## src/rtl/clk_sel_pkg.sv

```systemverilog
package clk_sel_pkg;
    localparam int unsigned CSEL_REG_W     = 32;
    localparam int unsigned CSEL_FREQ_W    = 64;
    localparam int unsigned CSEL_MAX_INPUT = 5;

    typedef struct packed {
        logic [CSEL_REG_W-1:0]  sel;
        logic [CSEL_FREQ_W-1:0] freq;
        logic                   fault;
    } csel_state_t;
endpackage

```

## src/rtl/clk_sel_field_decode.sv

```systemverilog
module clk_sel_field_decode #(
    parameter int unsigned REG_W      = 32,
    parameter int unsigned FIELD_LSB  = 18,
    parameter int unsigned FIELD_W    = 3,
    parameter int unsigned NUM_INPUTS = 5,
    localparam int unsigned IDX_W     = (NUM_INPUTS > 1) ? $clog2(NUM_INPUTS) : 1
) (
    input  logic [REG_W-1:0] reg_val,
    output logic [IDX_W-1:0] use_idx,
    output logic             bad_code
);
    logic [FIELD_W-1:0] raw;
    logic [31:0]        raw_ext;

    always_comb begin
        raw      = reg_val[FIELD_LSB +: FIELD_W];
        raw_ext  = 32'(raw);
        bad_code = (raw_ext >= NUM_INPUTS);
        use_idx  = bad_code ? '0 : raw_ext[IDX_W-1:0];
    end
endmodule

```

## src/rtl/clk_sel_freq_mux.sv

```systemverilog
module clk_sel_freq_mux #(
    parameter int unsigned NUM_INPUTS = 5,
    parameter int unsigned FREQ_W     = 64,
    localparam int unsigned IDX_W     = (NUM_INPUTS > 1) ? $clog2(NUM_INPUTS) : 1
) (
    input  logic [NUM_INPUTS-1:0][FREQ_W-1:0] freq_in,
    input  logic [IDX_W-1:0]                  idx,
    output logic [FREQ_W-1:0]                 freq_sel
);
    logic [NUM_INPUTS-1:0][FREQ_W-1:0] masked;

    for (genvar i = 0; i < NUM_INPUTS; i++) begin : g_term
        assign masked[i] = freq_in[i] & {FREQ_W{idx == IDX_W'(i)}};
    end

    always_comb begin
        freq_sel = '0;
        for (int i = 0; i < NUM_INPUTS; i++) begin
            freq_sel = freq_sel | masked[i];
        end
    end
endmodule

```

## src/rtl/clk_src_select.sv

```systemverilog
module clk_src_select
    import clk_sel_pkg::*;
#(
    parameter int unsigned NUM_INPUTS = 5,
    parameter int unsigned FIELD_LSB  = 18,
    parameter int unsigned FIELD_W    = 3,
    parameter logic [31:0] RESET_SEL  = 32'h0008_0000
) (
    input  logic                                   clk,
    input  logic                                   rst_n,
    input  logic                                   sel_wr_en,
    input  logic [31:0]                            sel_wr_data,
    input  logic [NUM_INPUTS-1:0][CSEL_FREQ_W-1:0] freq_in,
    output logic [CSEL_FREQ_W-1:0]                 freq_out,
    output logic                                   sel_fault
);
    localparam int unsigned IDX_W = (NUM_INPUTS > 1) ? $clog2(NUM_INPUTS) : 1;

    csel_state_t            st_d, st_q;
    logic [IDX_W-1:0]       use_idx_d;
    logic                   bad_code_d;
    logic [CSEL_FREQ_W-1:0] freq_pick_d;
    logic [CSEL_REG_W-1:0]  sel_next_d;

    assign sel_next_d = sel_wr_en ? sel_wr_data : st_q.sel;

    clk_sel_field_decode #(
        .REG_W      (CSEL_REG_W),
        .FIELD_LSB  (FIELD_LSB),
        .FIELD_W    (FIELD_W),
        .NUM_INPUTS (NUM_INPUTS)
    ) i_decode (
        .reg_val  (sel_next_d),
        .use_idx  (use_idx_d),
        .bad_code (bad_code_d)
    );

    clk_sel_freq_mux #(
        .NUM_INPUTS (NUM_INPUTS),
        .FREQ_W     (CSEL_FREQ_W)
    ) i_mux (
        .freq_in  (freq_in),
        .idx      (use_idx_d),
        .freq_sel (freq_pick_d)
    );

    always_comb begin
        st_d       = st_q;
        st_d.sel   = sel_next_d;
        st_d.freq  = freq_pick_d;
        st_d.fault = sel_wr_en & bad_code_d;
    end

    always_ff @(posedge clk) begin
        if (!rst_n) begin
            st_q.sel   <= RESET_SEL;
            st_q.freq  <= '0;
            st_q.fault <= 1'b0;
        end else begin
            st_q <= st_d;
        end
    end

    assign freq_out  = st_q.freq;
    assign sel_fault = st_q.fault;

    // Marks that the previous edge was already out of reset.
    logic live_q;
    always_ff @(posedge clk) begin
        if (!rst_n) live_q <= 1'b0;
        else        live_q <= 1'b1;
    end


    hold_chk: assert property (@(posedge clk) disable iff (!rst_n)
        (live_q && !$past(sel_wr_en)) |-> (st_q.sel == $past(st_q.sel)));


    wr_load_chk: assert property (@(posedge clk) disable iff (!rst_n)
        (live_q && $past(sel_wr_en)) |-> (st_q.sel == $past(sel_wr_data)));


    fallback_chk: assert property (@(posedge clk) disable iff (!rst_n)
        (live_q && sel_fault) |-> (freq_out == $past(freq_in[0])));


    fault_cause_chk: assert property (@(posedge clk) disable iff (!rst_n)
        (live_q && sel_fault) |-> $past(sel_wr_en));
endmodule

```

## config.mk

```make
export PLATFORM = sky130hd
export DESIGN_NAME = clk_src_select
export DESIGN_NICKNAME = d
export VERILOG_FILES = /design/src/rtl/clk_sel_pkg.sv /design/src/rtl/clk_sel_field_decode.sv /design/src/rtl/clk_sel_freq_mux.sv /design/src/rtl/clk_src_select.sv
export SDC_FILE = /design/constraint.sdc
export NUM_CORES = 1
export LEC_CHECK = 0
export ABC_AREA = 1
export BUFFER_PORTS_ARGS = -buffer_cell sky130_fd_sc_hd__clkbuf_2
export CORE_AREA = 2 2 163 165
export CTS_CLUSTER_SIZE = 10
export DETAILED_ROUTE_END_ITERATION = 8
export DIE_AREA = 0 0 165 167
export GPL_TIMING_DRIVEN = 0
export PLACE_DENSITY = 0.57
export SYNTH_ARGS = -nofsm -noshare
export SYNTH_HDL_FRONTEND = slang
export SYNTH_SLANG_ARGS = --single-unit
```

## constraint.sdc

```tcl
create_clock -name clk -period 1.5 [get_ports clk]
set_clock_uncertainty 0.05 [all_clocks]
set_input_delay 0.15 -clock clk [delete_from_list [all_inputs] [get_ports clk]]
set_output_delay 0.15 -clock clk [all_outputs]
set_load 0.02 [all_outputs]
```

==> Word-level counts from Yosys, hierarchy flattened <==
Cells that the tools add are included.
{ "classes": {"addsub": 0, "multipliers": 0, "n_div": 0, "magnitude_cmp": 1, "eq_ne": 4, "n_shift": 0, "muxes": 2, "bitwise_logic": 10, "n_reduce_logical": 1} }
{ "ops": {"columns": ["cell", "count"], "rows": [
  ["64-bit AND", 5],
  ["64-bit OR", 4],
  ["21-bit two-way mux", 1],
  ["3-bit by 2-bit == test with 1-bit output (second input constant)", 2],
  ["3-bit by 1-bit == test with 1-bit output (second input constant)", 1],
  ["3-bit == test (second input constant)", 1],
  ["3-bit greater-or-equal comparator (second input constant)", 1],
  ["3-bit zero test", 1],
  ["3-bit two-way mux", 1],
  ["1-bit AND", 1]
]} }
{ "totals": {"ff_bits": 86, "latch_bits": 0, "ram_bits": 0, "mem_bits_ro": 0, "in_bits": 355, "output_inout_bits": 65, "mem_count": 0} }

==> Logic depth before layout (Yosys ltp) <==
Gate-level depths: netlist of run 1.
{ "depth": {"ltp_word": 9, "ltp_mapped": 10} }

==> Hierarchy <==
A second synthesis of run 1 with hierarchy kept.
{ "hier_totals": {"hier_cells": 1323, "area_unflattened_um2": 7654.8} }
{ "by_module_without_submodules": {"columns": ["mod", "instances", "cells_each", "area_per_inst_um2"], "rows": [
  ["clk_src_select", 1, 531, 4093.9],
  ["clk_sel_freq_mux", 1, 784, 3525.9],
  ["clk_sel_field_decode", 1, 8, 35.0]
]} }

==> Worst setup path after synthesis of run 1 <==
No wires, ideal clock.
{ "synth_timing": {"path_kind": "reg2reg", "startpoint": "register st_q[84] (netlist name)", "endpoint": "register st_q (netlist bit freq_out[26])", "t_arrival_ns": 1.122, "path_slack_ns": 0.258, "path_stages_with_launch": 10, "n_path_buf": 2, "synth_period_minus_slack_ns": 1.242, "cell_sequence": "dfxtp_1 inv_1 nand2_1 nand2_1 buf_2 buf_2 nand4_1 nand2_1 nor2_1 a21oi_1"} }
{ "synth_via": {"elab_chain_len": 9, "word_cells_on_any_way": 17, "cone_classes": "1 x order compare; 4 x eq/ne; 2 x mux; 9 x bitwise; 1 x reduce/logical"} }
{ "synth_lines": {"columns": ["item", "line_no", "source"], "rows": [
  ["start, declared", "clk_src_select.sv:19", "csel_state_t st_d, st_q;"],
  ["start signal, assigned", "clk_src_select.sv:60", "st_q <= st_d;"],
  ["21-bit two-way mux (*)", "clk_src_select.sv:25", "assign sel_next_d = sel_wr_en ? sel_wr_data : st_q.sel;"],
  ["3-bit greater-or-equal comparator", "clk_sel_field_decode.sv:18", "bad_code = (raw_ext >= NUM_INPUTS);"],
  ["3-bit two-way mux (*)", "clk_sel_field_decode.sv:19", "use_idx = bad_code ? '0 : raw_ext[IDX_W-1:0];"],
  ["3-bit by 1-bit == test with 1-bit output or 3-bit zero test (tied branches)", "clk_sel_freq_mux.sv:13", "assign masked[i] = freq_in[i] & {FREQ_W{idx == IDX_W'(i)}};"],
  ["64-bit AND", "clk_sel_freq_mux.sv:13", null],
  ["64-bit OR (3 in a row)", "clk_sel_freq_mux.sv:19", "freq_sel = freq_sel | masked[i];"],
  ["64-bit OR (*)", "clk_sel_freq_mux.sv:19", null]
]} }
Mark *: on every way between the ends. The rest lies on a longest branch, timed or not.
A chain may end at the register's enable or synchronous reset.

==> Worst setup path after layout of run 1 <==
{ "layout_timing": {"startpoint": "register st_q[83] (netlist name)", "endpoint": "register st_q (netlist bit freq_out[54])"} }
The elaborated chain is that of the path after synthesis.

==> flow_summary.json, run 1 <==
{
  "outcome": "complete, but fails checks",
  "failed_checks": "setup timing",
  "yosys_warnings": 0,
  "drv_slew": 0,
  "first_iter_violations": 545,
  "relSlewSlack_pct": 55.1,
  "combPwrFrac_pct": 41.3,
  "dp_slack_ps": -443,
  "nets": 1640,
  "crit_slowest_cell": "dfxtp_1",
  "cts.reportedPaths.clkPinSlew_ps": 70,
  "grt_use_total_pct": 19.0,
  "powerDensity_nw_per_um2": 809,
  "diodes": 0,
  "worst_setup_path_start_kind": "flop",
  "synthDistinctLibCells": 17,
  "grt_max_degree": 14,
  "switching_power_mw": 2.58,
  "layout_commonest_cell": "clkbuf_2",
  "cts_sinks": 68,
  "numCtsBuffers": 9,
  "final_util_pct": 35.0,
  "cts_tree": "done",
  "p_seq_share_pct": 28.0,
  "synth-seq-cells": 68,
  "worstSetupEndpointType": "flop",
  "cap_violations": 0,
  "vdd_drop_max_mv": 0.417,
  "antenna_found_initial": 0,
  "leakage_nw": 4.90,
  "grt_pass1_vias": 7286,
  "synthCells": 811,
  "design.portCount": 420,
  "worstPathRequired_ps": 1710,
  "syn_area_um2": 5030,
  "grt_pass1_wl_um": 39900,
  "final_cells": 1624,
  "wl_per_cell_um": 17.3,
  "path_max_fanout": 10,
  "die_h_um": 167,
  "drcViolationCount": 0,
  "clk_path_buf_depth": 2,
  "grt_overflow": 0,
  "r2r-end": "freq_out[54]",
  "min_period_ps": 1550,
  "reg2reg_from": "st_q[83]",
  "cp_common_cell": "nand2_1",
  "arrival_ps": 1760,
  "ff2ff_path_depth": 9,
  "initial_utilization_pct": 19.5,
  "vias_per_cell": 4.66,
  "io_buffers": 390,
  "die_w_um": 165,
  "syn_nets": 1166,
  "dp_hpwl_um": 20800,
  "drive_gt1_share_pct": 46.2,
  "tightest_slew_ps": 672,
  "p_int_mw": 4.72,
  "switching_share_pct": 35.4,
  "layout_common_cells": "clkbuf_2 (393), nand2_1 (197), nand3_1 (168)",
  "synth_area_leaders": "dfxtp_1 (27%), nand3_1 (19%), nand2_1 (15%)",
  "synth_area_per_cell_um2": 6.21,
  "rows": 59,
  "clock.fmax_ghz": 0.644,
  "cp_slowest_stage_delay_ps": 290,
  "setup_tns_ps": -174,
  "rrSetupSlack_ps": -50,
  "area_growth_pct": 79.0,
  "holdPathStages": 3,
  "holdCritPathClass": "in2reg",
  "dieArea_um2": 27600,
  "power.total_mw": 7.30,
  "finalHoldViolations": 0,
  "clockPowerShare_pct": 30.7,
  "place_inst": 1536,
  "core_um2": 25800,
  "clockRootBuffer": "clkbuf_16",
  "htreeDepth": 3,
  "path_class": "reg2reg",
  "ant_nets": 0,
  "worstSkewPairLatency_ps": 330,
  "finalSetupViolCount": 14,
  "vias": 7560,
  "ys_seq_area_share_pct": 27.0,
  "drt_pass1_iterations": 5,
  "synth_top_cell_by_area": "dfxtp_1",
  "path_cells": "nand2_1 -> nand2_4 -> nor2_4 -> buf_12 -> buf_6 -> nand3_1 -> nand2_1 -> nor2_1 -> a21oi_1",
  "worst_slack_ps": -52.4,
  "hp-start": "freq_in[47]",
  "synth_top_cell_area_share_pct": 27.0,
  "grt_setup_unrepaired": "yes",
  "gp_congestion": 0.873,
  "hold_path_end": "freq_out[47]",
  "drt_wl_total_um": 28100,
  "min_period_over_period_pct": 103
}
==> cells by family after synthesis <==
kind of cell / share of synthesized area [%]
flops: 27.0
buf+inv: 18.6
simple gates: 47.9
compound gates: 6.46
==> critical path, delay by kind of cell, from the launching register on <==
kind	cells	cell delay (ps)
buffers and inverters	2	340
DFF	1	290
and+or+nand+nor	6	640
AOI/OAI and AO/OA	1	140
==> what timing repair did <==
action | in CTS | in global routing
resized for setup | 69 | 85
hold endpoints to repair | 61 | 0
hold buffers | 61 | 0
setup endpoints to repair | 64 | 64
cloned | 3 | 4
pin swaps | 8 | 21
buffers inserted | 4 | 3
==> synthesized netlist by cell type <==
cell,n
nor2_2,2
nand3_1,192
nor3_1,1
inv_2,1
buf_1,1
dfxtp_1,68
o21ai_0,1
buf_6,1
nor2_1,66
inv_1,5
nand2_1,204
clkbuf_1,9
buf_4,88
nand4_1,64
buf_2,41
a21oi_1,64
nand2_2,3
==> power by group through the flow <==
stage | Clock [mW] | Sequential [mW] | Combinational [mW]
3_3_place_gp | 0 | 2.08 | 2.49
3_5_place_dp | 0 | 2.08 | 2.49
2_1_floorplan | 0 | 2.07 | 1.45
5_1_grt | 2.40 | 2.06 | 3.26
4_1_cts | 2.32 | 2.05 | 2.80
6_report | 2.24 | 2.05 | 3.01
==> state kept, by name, summed over array words and instances, names as in the netlist <==
register and count:
freq_out 64, st_q 3, sel_fault 1
==> metrics by stage <==
step | cell area, um2 | hold slack, ps
floorplan | 5030 | 170
global placement | 7410 | 276
detailed placement | 7410 | 283
CTS | 8600 | 2.62
global route | 9010 | 25.0
finish | 9010 | 26.9
==> cell type report <==
type / count / area (um2)
clock inverter: 4 / 50.0
tap: 335 / 419
multi-input combinational: 598 / 2970
timing repair buffer: 464 / 2740
buffer: 138 / 1200
clock buffer: 11 / 243
sequential: 68 / 1360
inverter: 6 / 22.5
fill: 2835 / 16700
==> layer usage <==
layer	GRT usage, %	vias to the layer above	routed length, um	part of all wire (%)
met3	3.79	52	2080	7.4
met4	6.16	0	674	2.4
li1	-	3643	-	-
met5	0	-	0	0
met2	32.4	403	13800	49
met1	23.7	3462	11600	41
==> worst max-delay path by stage <==
stage	start	end	slack, ps	cells past startpoint
floorplan	st_q[84]	freq_out[26]	260	9
global placement	rst_n	freq_out[22]	-420	5
detailed placement	rst_n	freq_out[17]	-440	5
CTS	st_q[84]	freq_out[37]	-50	10
global route	st_q[83]	freq_out[5]	-150	9
finish	st_q[83]	freq_out[54]	-50	9
(Power assumes the default switching activity.)
==> inputs of run 2 (changes only) <==
- clock period: 1.5 -> 1.7 ns (I/O delays scaled with it)
==> run 2 against run 1 <==
The run now ends clean. Sequential power decreased by 12%. Maximum frequency down 4.1%. Clock power fell by 12%. Clock-buffer cell count unchanged. Routed wire length down 4.9%. Core utilization shrank 3.9 points. Via count is 4.6% lower. Final area shrank 11%. Critical path depth fell by 1. Final cell count down 3.0%. Sequential cell count is the same.
==> flow_summary.json, run 2 (synthesis gave the netlist of run 1 again) <==
{
  "grt_pass1_vias": 6949,
  "cts.reportedPaths.clkPinSlew_ps": 60,
  "antenna_found_initial": 1,
  "cts_sinks": 68,
  "layout_commonest_cell": "clkbuf_2",
  "vdd_drop_max_mv": 0.356,
  "grt_use_total_pct": 18.4,
  "fillerInstances": 2918,
  "cts_tree": "done",
  "dp_slack_ps": -263,
  "tightest_slew_ps": 862,
  "r2r-end": "freq_out[48]",
  "nets": 1591,
  "worstSetupEndpointType": "flop",
  "drt_wl_total_um": 26800,
  "worstSkewPairLatency_ps": 330,
  "area_growth_pct": 59.1,
  "post_dp_cell_area_um2": 7410,
  "clk_path_buf_depth": 2,
  "largest_reg_flops": 64,
  "clockPowerShare_pct": 32.4,
  "die_w_um": 165,
  "finalHoldViolations": 0,
  "crit_end": "freq_out[48]",
  "drt_pass1_iterations": 7,
  "seqCellArea_um2": 1360,
  "setup_tns_ps": 0,
  "rows": 59,
  "initial_utilization_pct": 19.5,
  "final_util_pct": 31.1,
  "multiInputGateArea_um2": 2750,
  "p_int_mw": 3.91,
  "powerDensity_nw_per_um2": 756,
  "grt_setup_unrepaired": "yes",
  "clock.fmax_ghz": 0.618,
  "ant_nets": 0,
  "design.portCount": 420,
  "outcome": "finished, final reports clean",
  "vias_per_cell": 4.58,
  "holdWs_ps": 18.1,
  "worst_slack_ps": 82.1,
  "min_period_over_period_pct": 95.2,
  "critPathLaunch": "st_q[83]",
  "drv_slew": 0,
  "reg2reg_from": "st_q[83]",
  "drcViolationCount": 0,
  "leakage_nw": 4.53,
  "switching_share_pct": 35.4,
  "combPwrFrac_pct": 37.8,
  "worst_setup_path_start_kind": "flop",
  "p_seq_share_pct": 29.8,
  "ff2ff_path_depth": 8,
  "holdPathStages": 3,
  "dp_hpwl_um": 20800,
  "switching_power_mw": 2.14,
  "vias": 7211,
  "arrival_ps": 1830,
  "relSlewSlack_pct": 42.5,
  "clockRootBuffer": "clkbuf_16",
  "dieArea_um2": 27600,
  "min_period_ps": 1620,
  "path_class": "reg2reg",
  "holdCritPathClass": "in2reg",
  "rrSetupSlack_ps": 80,
  "worstPathRequired_ps": 1910,
  "wl_per_cell_um": 17.0,
  "core_um2": 25800,
  "grt_max_degree": 12,
  "first_iter_violations": 528,
  "io_buffers": 390,
  "design_area_um2": 8010,
  "numCtsBuffers": 9,
  "layout_common_cells": "clkbuf_2 (391), nand2_1 (202), nand3_1 (192)",
  "path_max_fanout": 10,
  "drive_gt1_share_pct": 44.0,
  "die_h_um": 167,
  "grt_pass1_wl_um": 38600,
  "grt_overflow": 0,
  "cap_violations": 0,
  "gp_congestion": 0.873,
  "htreeDepth": 3,
  "finalSetupViolCount": 0
}
==> run 2: changes by cell type in the layout (fill, tap and decap cells not counted), moves of 7 or more <==
cell / change
nand3_2: -23
buf_8: -10
buf_2: +26
buf_12: -7
buf_6: -9
dlygate4sd3_1: -39
nand3_1: +24
==> run 2: final cells by class <==
type,instances,area share [%]
diodes,1,0.0312
plain buffers,140,12.1
clock buffers,11,3.03
clock inverters,4,0.625
inverters,6,0.281
multi-input cells,597,34.3
flip-flops and latches,68,17.0
well taps,335,5.23
repair buffers,414,27.3
==> run 2: through the flow <==
| stage | instances | power, mW |
|---|---|---|
| after CTS | 1573 | 6.10 |
| after global placement | 1536 | 4.03 |
| final | 1576 | 6.06 |
| after floorplan | 811 | 3.10 |
| after global routing | 1576 | 6.43 |
| after detailed placement | 1536 | 4.03 |
==> run 2: timing repair <==
| action | CTS | global route |
|---|---|---|
| setup endpoints to repair | 32 | 64 |
| gates resized for setup | 2 | 26 |
| endpoints found under the hold margin | 22 | 0 |
| pin swaps | 0 | 2 |
| gates cloned | 0 | 1 |
| hold buffers | 22 | 0 |
| buffers inserted | 0 | 1 |
==> run 2: worst min-delay path by stage <==
stage | end | start | slack, ps
2_1_floorplan | st_q[84] | rst_n | 190
3_3_place_gp | st_q[84] | rst_n | 300
3_5_place_dp | st_q[84] | rst_n | 300
4_1_cts | freq_out[59] | freq_in[59] | 0.6
5_1_grt | freq_out[14] | freq_in[14] | 10
6_report | freq_out[10] | freq_in[10] | 20
==> run 2: power by group through the flow <==
stage          Clock, mW  Combinational (mW)  Sequential, mW
6_report            1.96                2.29            1.80
5_1_grt             2.11                2.50            1.82
4_1_cts             2.05                2.25            1.80
3_5_place_dp           0                2.20            1.84
3_3_place_gp           0                2.19            1.84
2_1_floorplan          0                1.28            1.83
==> run 2: critical path, stage by stage, from the launching register on <==
cell and delay (ps):
dfxtp_1 300, nand2_1 60, nand2_2 100, buf_4 260
buf_2 290, nand4_1 190, nand2_1 110, nor2_1 50
a21oi_1 140
==> run 2: per-layer routing <==
layer | track usage [%] | wire (um)
met5 | 0 | 0
met4 | 5.44 | 577
met3 | 3.66 | 2040
met2 | 31.1 | 12900
met1 | 23.5 | 11300
==> inputs of run 3 (changes only) <==
- clock period: 1.7 -> 2 ns (I/O delays scaled with it)
==> run 3 against run 2 <==
Clock-buffer cell count did not move. Combinational power shrank 18%. Worst setup slack better by 100 ps. Register-to-register slack gained 100 ps. Die area stayed put. Maximum frequency shrank 11%. Via count down 0.78%. Largest power group unchanged.
==> flow_summary.json, run 3 (synthesis gave the netlist of run 1 again) <==
{
  "leakage_nw": 4.41,
  "vias_per_cell": 4.61,
  "combPwrFrac_pct": 36.8,
  "clockPowerShare_pct": 33.0,
  "design.portCount": 420,
  "p_int_mw": 3.27,
  "vias": 7155,
  "holdWs_ps": 41.8,
  "gp_congestion": 0.873,
  "ctsHoldBuffers": 1,
  "outcome": "finished, final reports clean",
  "drv_slew": 0,
  "fillerInstances": 2936,
  "die_w_um": 165,
  "nets": 1568,
  "finalSetupViolCount": 0,
  "numCtsBuffers": 9,
  "worst_setup_path_start_kind": "flop",
  "grt_pass1_wl_um": 38100,
  "first_iter_violations": 483,
  "initial_utilization_pct": 19.5,
  "layout_common_cells": "clkbuf_2 (390), nand2_1 (204), nand3_1 (192)",
  "dieArea_um2": 27600,
  "post_dp_cell_area_um2": 7410,
  "clk_path_buf_depth": 2,
  "multiInputGateArea_um2": 2740,
  "cts_tree": "done",
  "dp_hpwl_um": 20800,
  "worst_slack_ps": 185,
  "relSlewSlack_pct": 41.7,
  "layout_commonest_cell": "clkbuf_2",
  "cts.reportedPaths.clkPinSlew_ps": 70,
  "worstPathRequired_ps": 2210,
  "clockRootBuffer": "clkbuf_16",
  "switching_share_pct": 35.6,
  "design_area_um2": 7710,
  "powerDensity_nw_per_um2": 659,
  "drcViolationCount": 0,
  "switching_power_mw": 1.81,
  "largest_reg_flops": 64,
  "place_inst": 1536,
  "drt_wl_total_um": 26300,
  "tightest_slew_ps": 874,
  "final_cells": 1552,
  "cap_violations": 0,
  "setup_tns_ps": 0,
  "ant_nets": 0,
  "clock.fmax_ghz": 0.551,
  "grt_overflow": 0,
  "dp_slack_ps": 6.55,
  "grt_max_degree": 12,
  "finalHoldViolations": 0,
  "worstSetupEndpointType": "flop",
  "holdCritPathClass": "in2reg",
  "io_buffers": 390,
  "core_um2": 25800,
  "grt_setup_unrepaired": "no",
  "drt_pass1_iterations": 7,
  "post_cts_buffers": 0,
  "p_seq_share_pct": 30.2,
  "vdd_drop_max_mv": 0.306,
  "path_max_fanout": 10,
  "diodes": 0,
  "die_h_um": 167,
  "arrival_ps": 2030,
  "min_period_over_period_pct": 90.7,
  "cts_sinks": 68,
  "drive_gt1_share_pct": 44.4,
  "path_class": "reg2reg",
  "grt_pass1_vias": 6811,
  "worstSkewPairLatency_ps": 330,
  "min_period_ps": 1810,
  "htreeDepth": 3,
  "rows": 59,
  "wl_per_cell_um": 17.0,
  "area_growth_pct": 53.1,
  "seqCellArea_um2": 1360,
  "grt_use_total_pct": 18.2,
  "antenna_found_initial": 0,
  "ctsResizeCount": 0
}
[run 3: cell count changes in the layout (fill, tap and decap cells not counted), sizes merged]
| cell | change |
|---|---|
| buf | +5 |
| dlygate4sd3 | -21 |
| diode | -1 |
| clkbuf | -7 |
[run 3: per-stage QoR]
stage	utilization, %	total power, mW
CTS	29.9	5.15
finish	29.9	5.08
global route	29.9	5.38
floorplan	-	2.64
global placement	28.7	3.43
detailed placement	28.7	3.43
[run 3: final timing paths]
| check | startpoint | end | slack, ps | depth (start not counted) |
|---|---|---|---|---|
| setup reg to reg | st_q[84] | freq_out[29] | 190 | 9 |
| hold reg to reg | st_q[83] | sel_fault | 840 | 5 |
| hold / removal | freq_in[6] | freq_out[6] | 40 | 3 |
| setup / recovery | st_q[84] | freq_out[29] | 190 | 9 |
[run 3: per-layer routing]
layer,routed length (um),track usage [%],vias to the layer above
met3,2110,3.76,52
met1,11000,23.2,3232
met4,605,5.26,0
met2,12600,30.9,388
li1,-,-,3483
met5,0,0,-
[run 3: final cells by class]
type / instances / share of cell area (%)
clock buffer: 11 / 3.15
clock inverter: 4 / 0.649
buffer: 140 / 11.9
tap: 335 / 5.44
inverter: 6 / 0.292
sequential: 68 / 17.7
multi-input combinational: 597 / 35.5
timing repair buffer: 391 / 25.5
[run 3: power groups by stage]
stage	combinational, mW	sequential [mW]	clock [mW]
2_1_floorplan	1.09	1.55	0
3_3_place_gp	1.86	1.56	0
3_5_place_dp	1.87	1.56	0
4_1_cts	1.87	1.53	1.74
5_1_grt	2.04	1.55	1.80
6_report	1.87	1.53	1.67
[run 3: critical path, stage by stage, from the launching register on]
cell,delay [ps]
dfxtp_1,310
inv_1,50
nand2_1,50
nand2_1,130
buf_2,370
buf_2,320
nand4_1,190
nand2_1,120
nor2_1,50
a21oi_1,100
